===== config.mk =====
export PLATFORM = sky130hd
export DESIGN_NAME = stress_pattern_gen
export DESIGN_NICKNAME = d
export VERILOG_FILES = /design/src/rtl/stress_pkg.sv /design/src/rtl/stress_phase_ctr.sv /design/src/rtl/stress_level_ctr.sv /design/src/rtl/stress_pattern_mux.sv /design/src/rtl/stress_pattern_gen.sv
export SDC_FILE = /design/constraint.sdc
export NUM_CORES = 1
export LEC_CHECK = 0
export ABC_AREA = 1
export BUFFER_PORTS_ARGS = -buffer_cell sky130_fd_sc_hd__buf_2
export CAP_MARGIN = 10
export CORE_ASPECT_RATIO = 1.25
export CORE_MARGIN = 1.5
export CORE_UTILIZATION = 49
export DETAILED_ROUTE_END_ITERATION = 8
export PLACE_DENSITY = 0.83
export SETUP_SLACK_MARGIN = 0.3
export SLEW_MARGIN = 10
export SYNTH_ARGS = -nofsm -noshare
export SYNTH_HDL_FRONTEND = slang
export SYNTH_SLANG_ARGS = --single-unit

===== constraint.sdc =====
create_clock -name clk -period 1.15 [get_ports clk]
set_input_delay 0.2875 -clock clk [delete_from_list [all_inputs] [get_ports clk]]
set_output_delay 0.2875 -clock clk [all_outputs]
set_load 0.01 [all_outputs]

===== src/rtl/stress_pkg.sv =====
package stress_pkg;

    localparam int PHASE_W = 4;
    localparam int LEVEL_W = 4;
    localparam int CHAN_W  = 6;
    localparam int NUM_CH  = 3;
    localparam int CTL_W   = 3;
    localparam int PIX_W   = NUM_CH * CHAN_W + CTL_W;

    typedef enum logic {
        MODE_TOGGLE = 1'b0,
        MODE_GRAY   = 1'b1
    } mode_e;

    // Packed so that red lands on the lowest indices and data enable on the top.
    typedef struct packed {
        logic              de;
        logic              vs;
        logic              hs;
        logic [CHAN_W-1:0] blu;
        logic [CHAN_W-1:0] grn;
        logic [CHAN_W-1:0] red;
    } pix_t;

    // The fastest wave sits on the highest toggling bit: colour bit i follows phase bit PHASE_W-1-i.
    function automatic logic [CHAN_W-1:0] toggle_chan(input logic [PHASE_W-1:0] ph);
        logic [CHAN_W-1:0] r;
        r = '0;
        for (int i = 0; i < PHASE_W; i++) begin
            r[i] = ph[PHASE_W-1-i];
        end
        return r;
    endfunction

    // The level occupies the top bits of the channel; the lower bits stay low.
    function automatic logic [CHAN_W-1:0] gray_chan(input logic [LEVEL_W-1:0] lv);
        logic [CHAN_W-1:0] r;
        r = '0;
        r[CHAN_W-1 -: LEVEL_W] = lv;
        return r;
    endfunction

endpackage


===== src/rtl/stress_phase_ctr.sv =====
module stress_phase_ctr
    import stress_pkg::*;
#(
    parameter int W = PHASE_W
) (
    input  logic         clk,
    input  logic         rst,
    input  logic         en,
    output logic [W-1:0] ph_o
);

    always_ff @(posedge clk) begin
        if (rst) begin
            ph_o <= '0;
        end else if (en) begin
            ph_o <= ph_o + 1'b1;
        end
    end

    // one phase step per enabled pixel, wrapping modulo 2**W
    assert_phase_step_R3: assert property (@(posedge clk) disable iff (rst)
        (!rst && en) |=> (ph_o == W'($past(ph_o) + 1'b1)));

    // phase frozen while disabled
    assert_phase_hold_R8: assert property (@(posedge clk) disable iff (rst)
        (!rst && !en) |=> $stable(ph_o));

endmodule


===== src/rtl/stress_level_ctr.sv =====
module stress_level_ctr
    import stress_pkg::*;
#(
    parameter int STEP_PIX = 4,
    parameter int LW       = LEVEL_W
) (
    input  logic          clk,
    input  logic          rst,
    input  logic          en,
    output logic [LW-1:0] lvl_o
);

    logic step;

    generate
        if (STEP_PIX <= 1) begin : g_every
            assign step = en;
        end else begin : g_run
            localparam int SC_W = $clog2(STEP_PIX);
            localparam logic [SC_W-1:0] SC_LAST = SC_W'(STEP_PIX - 1);
            logic [SC_W-1:0] sc;

            always_ff @(posedge clk) begin
                if (rst) begin
                    sc <= '0;
                end else if (en) begin
                    sc <= (sc == SC_LAST) ? '0 : sc + 1'b1;
                end
            end

            assign step = en && (sc == SC_LAST);
        end
    endgenerate

    always_ff @(posedge clk) begin
        if (rst) begin
            lvl_o <= '0;
        end else if (step) begin
            lvl_o <= lvl_o + 1'b1;
        end
    end

    // level moves up by one, wrapping, at the end of each run
    assert_level_step_R7: assert property (@(posedge clk) disable iff (rst)
        (!rst && step) |=> (lvl_o == LW'($past(lvl_o) + 1'b1)));

    // level steady inside a run and while disabled
    assert_level_hold_R7: assert property (@(posedge clk) disable iff (rst)
        (!rst && !step) |=> $stable(lvl_o));

endmodule


===== src/rtl/stress_pattern_mux.sv =====
module stress_pattern_mux
    import stress_pkg::*;
(
    input  mode_e              mode,
    input  logic [PHASE_W-1:0] ph,
    input  logic [LEVEL_W-1:0] lvl,
    output pix_t               pix
);

    logic [CHAN_W-1:0] chan [NUM_CH];

    generate
        for (genvar c = 0; c < NUM_CH; c++) begin : g_chan
            always_comb begin
                if (mode == MODE_GRAY) begin
                    chan[c] = gray_chan(lvl);
                end else begin
                    chan[c] = toggle_chan(ph);
                end
            end
        end
    endgenerate

    always_comb begin
        pix.red = chan[0];
        pix.grn = chan[1];
        pix.blu = chan[2];
        pix.hs  = 1'b1;
        pix.vs  = 1'b1;
        pix.de  = 1'b1;
    end

endmodule


===== src/rtl/stress_pattern_gen.sv =====
module stress_pattern_gen
    import stress_pkg::*;
#(
    parameter int STEP_PIX = 4
) (
    input  logic             clk,
    input  logic             rst,
    input  logic             en,
    input  logic             mode_i,
    output logic [PIX_W-1:0] pix_o
);

    mode_e              mode;
    logic [PHASE_W-1:0] ph;
    logic [LEVEL_W-1:0] lvl;
    pix_t               nxt;
    pix_t               q;

    assign mode = mode_e'(mode_i);

    stress_phase_ctr #(.W(PHASE_W)) i_phase (
        .clk  (clk),
        .rst  (rst),
        .en   (en),
        .ph_o (ph)
    );

    stress_level_ctr #(.STEP_PIX(STEP_PIX), .LW(LEVEL_W)) i_level (
        .clk   (clk),
        .rst   (rst),
        .en    (en),
        .lvl_o (lvl)
    );

    stress_pattern_mux i_mux (
        .mode (mode),
        .ph   (ph),
        .lvl  (lvl),
        .pix  (nxt)
    );

    always_ff @(posedge clk) begin
        if (rst) begin
            q <= '0;
        end else if (en) begin
            q <= nxt;
        end
    end

    assign pix_o = q;

    // output word frozen while disabled
    assert_out_hold_R8: assert property (@(posedge clk) disable iff (rst)
        (!rst && !en) |=> $stable(pix_o));

    // toggle words keep upper colour bits low and controls high
    assert_toggle_fixed_R4: assert property (@(posedge clk) disable iff (rst)
        (!rst && en && mode == MODE_TOGGLE) |=>
        (q.red[5:4] == 2'b00 && q.grn[5:4] == 2'b00 && q.blu[5:4] == 2'b00 &&
         {q.de, q.vs, q.hs} == 3'b111));

    // gray words have equal channels, low bottom bits, high controls
    assert_gray_shape_R6: assert property (@(posedge clk) disable iff (rst)
        (!rst && en && mode == MODE_GRAY) |=>
        (q.red == q.grn && q.grn == q.blu && q.red[1:0] == 2'b00 &&
         {q.de, q.vs, q.hs} == 3'b111));

endmodule


==> impl_metrics.csv <==
group,metric,value,unit
run_status,outcome,"complete, no violations",
routing,drtIter0Drc,36,
layout,num_antenna_cells,0,
yosys,synth-main-ff-cell,"dfxtp_1",
yosys,avgSynthCellArea,7.77,sq um
critical_path,crit_path_start,"pix_o[5]",
cts,root_buffer,"clkbuf_4",
yosys,synth_xor_area_frac,0.0104,
worst_hold_path,worstHoldStart,"rst",
yosys,synth_fa_ha_area_frac,0.0447,
floorplanning,die_width,40.0,um
yosys,muxShareOfSynthArea,0,
placement,post-dp-hpwl,1.13,mm
critical_path,path_cells,"buf_2",
floorplanning,initial_core_util,0.531,
floorplanning,die_h,49.3,um
yosys,synth_top_family_by_area,"simple AND/OR/NAND/NOR gates",
timing,finalSetupTns,0,ns
timing,rsz0062_at_grt,"true",
cts,cts.path.max_buffers,2,
critical_path,r2r_start,"i_level.g_run.sc[0]",
global_route,gr-usage-all-layers,0.199,
yosys,synth_cell_types,19,
cts,cts_sinks,17,
critical_path,slowest_stage,"dfxtp_2",
timing,whs,0.280,ns
cts,cts_tree,"built",
critical_path,start_kind,"flop",
placement,place.port_buffers,24,
yosys,synth.top_cell.area_share,0.405,
yosys,seq_area_frac_synth,0.405,
critical_path,critPathCaptureType,"primary output",
timing,hold_violations,0,
timing,fin_crit_sh,0.932,
critical_path,required,0.86,ns
global_route,grt_max_degree,13,
critical_path,critPathMaxStageDelay,0.36,ns
layout,register_area,380,sq um
routing,wire_per_inst,14.5,um
routing,vias,767,
cts,cts_buffers,3,
layout,multiInputGateArea,470,sq um
critical_path,path_depth,1,
yosys,yosysTopAreaCell,"dfxtp_1",
yosys,synthSimpleGateAreaFrac,0.215,
timing,max_freq,0.933,GHz
cts,worstSkewPairLatency,0.28,ns
pwr,p_leak,0.516,nW
cts,ctsHtreeMaxLevel,1,
cts,cts_hold_buffers,0,
critical_path,critPathMaxFanout,4,
yosys,yosysWarningCount,0,
floorplanning,placementRows,16,
yosys,synth_edf_count,0,
worst_hold_path,hold_path.class,"input port to flop",
global_route,overflow,0,
pwr,vdd_drop_max,0.723,mV
critical_path,critPathBufInv,1,
timing,relSlewSlack,0.844,
yosys,syn_area,840,sq um
floorplanning,dieArea,1970,sq um
yosys,syn_inst,108,
critical_path,path_delay_family,"flip-flops",
critical_path,ff2ff_path_depth,6,
global_route,grt_pass1_vias,640,
timing,tightest_slew,0.231,ns
routing,drc_errors,0,
layout,drive_gt1_frac,0.624,
layout,nFillCells,91,
floorplanning,io_pins,25,
layout,fin_nets,133,
layout,fin_util,0.782,
floorplanning,core,1580,sq um
timing,finalMaxSlewViolations,0,
global_route,grt_pass1_wl,2.78,mm
routing,via_per_inst,5.36,
yosys,ys_seq_elements,17,
critical_path,worstSetupPathType,"flop to primary output",
routing,firstDrtPassIters,4,
yosys,synth_nets,115,
worst_hold_path,worstHoldPathCells,2,
yosys,synth_area_leaders,"dfxtp_1, buf_4, nor2_1, nand2_1, a21oi_1",
cts,path_clk_slew,0.10,ns
timing,skew,0.000588,ns
run,max_cap_viol_count,0,
layout,area_delta_synth_final,47.2,%
global_route,antenna_found_initial,0,
placement,place.gp.congestion,0.812,
yosys,synth_compound_area_frac,0.118,
critical_path,arrival,0.78,ns
timing,min_period,1.07,ns
timing,setup_viol,0,
routing,drt-total-wl,2.08,mm
pwr,powerDensity,1030,nW/um^2
yosys,ys_async_sr_fraction,0,
routing,ant_nets,0,
==> cells by family after synthesis <==
logic type	after synthesis
flops	17
compound gates	19
xor+xnor	1
simple gates	43
fa+ha+maj	3
buf+inv	25
==> stage by stage <==
stage          instances  setup WS [ns]  power, W  instance area (sq um)
6_report             143         0.0783   0.00128                   1240
5_1_grt              143         0.0489   0.00133                   1240
4_1_cts              143         0.0786   0.00119                   1050
3_5_place_dp         135         0.0791  0.000831                    875
3_3_place_gp         135          0.153  0.000828                    875
2_1_floorplan        108          0.291  0.000807                    858
==> timing repair <==
item | in CTS | in global routing
buffers inserted | 4 | 0
pin swaps | 3 | 5
resized for setup | 29 | 46
setup endpoints to repair | 29 | 33
==> layer usage <==
metal / part of all wire / wire [um] / vias to the layer above / GRT usage
li1: - / - / 366 / -
met2: 0.54 / 1130 / 43 / 0.336
met1: 0.36 / 747 / 346 / 0.243
met4: 0.040 / 84 / 0 / 0.0517
met3: 0.058 / 120 / 12 / 0.0411
met5: 0 / 0 / - / 0
==> registers in the layout (all words and copies together) (netlist names) <==
name / flops
i_level.lvl_o: 4
i_level.g_run.sc: 2
i_phase.ph_o: 4
pix_o: 7
==> path summary, 6_finish.rpt <==
check,slack (ns),to
setup reg to reg,0.16,i_level.lvl_o[2]
hold / removal,0.28,i_level.lvl_o[2]
setup / recovery,0.08,pix_o[17]
hold reg to reg,0.51,i_phase.ph_o[3]
==> where the power goes <==
part,switching [W],internal (W),leakage [nW]
logic,0.000142,0.000161,0.351
registers,0.0000453,0.000616,0.147
clock network,0.000183,0.000129,0.0177
==> cell type report <==
cell class,instances,area share
clock buffer,3,0.0182
clock inverter,1,0.00405
inverter,8,0.0334
multi-input combinational,66,0.381
sequential,17,0.308
tap,18,0.0182
timing repair buffer,30,0.238
==> cells in the final DEF, fill, tap and decap left out, types with 4 or more instances in the layout <==
| cell type | instances |
|---|---|
| nor2_2 | 4 |
| inv_1 | 5 |
| o21ai_0 | 4 |
| buf_2 | 4 |
| nor2_1 | 17 |
| nand2_2 | 6 |
| nand2_1 | 8 |
| buf_6 | 21 |
| buf_4 | 4 |
| a21oi_1 | 6 |
| dfxtp_2 | 5 |
| dfxtp_4 | 9 |
| clkbuf_4 | 4 |
==> cell usage after synthesis, types with 2 or more instances <==
library cell / count
dfxtp_1: 17
o21ai_0: 9
nand3_1: 4
buf_6: 2
a21oi_1: 9
nor2_1: 22
ha_1: 3
inv_1: 6
buf_4: 14
nand2_1: 13
(Power assumes the default switching activity.)
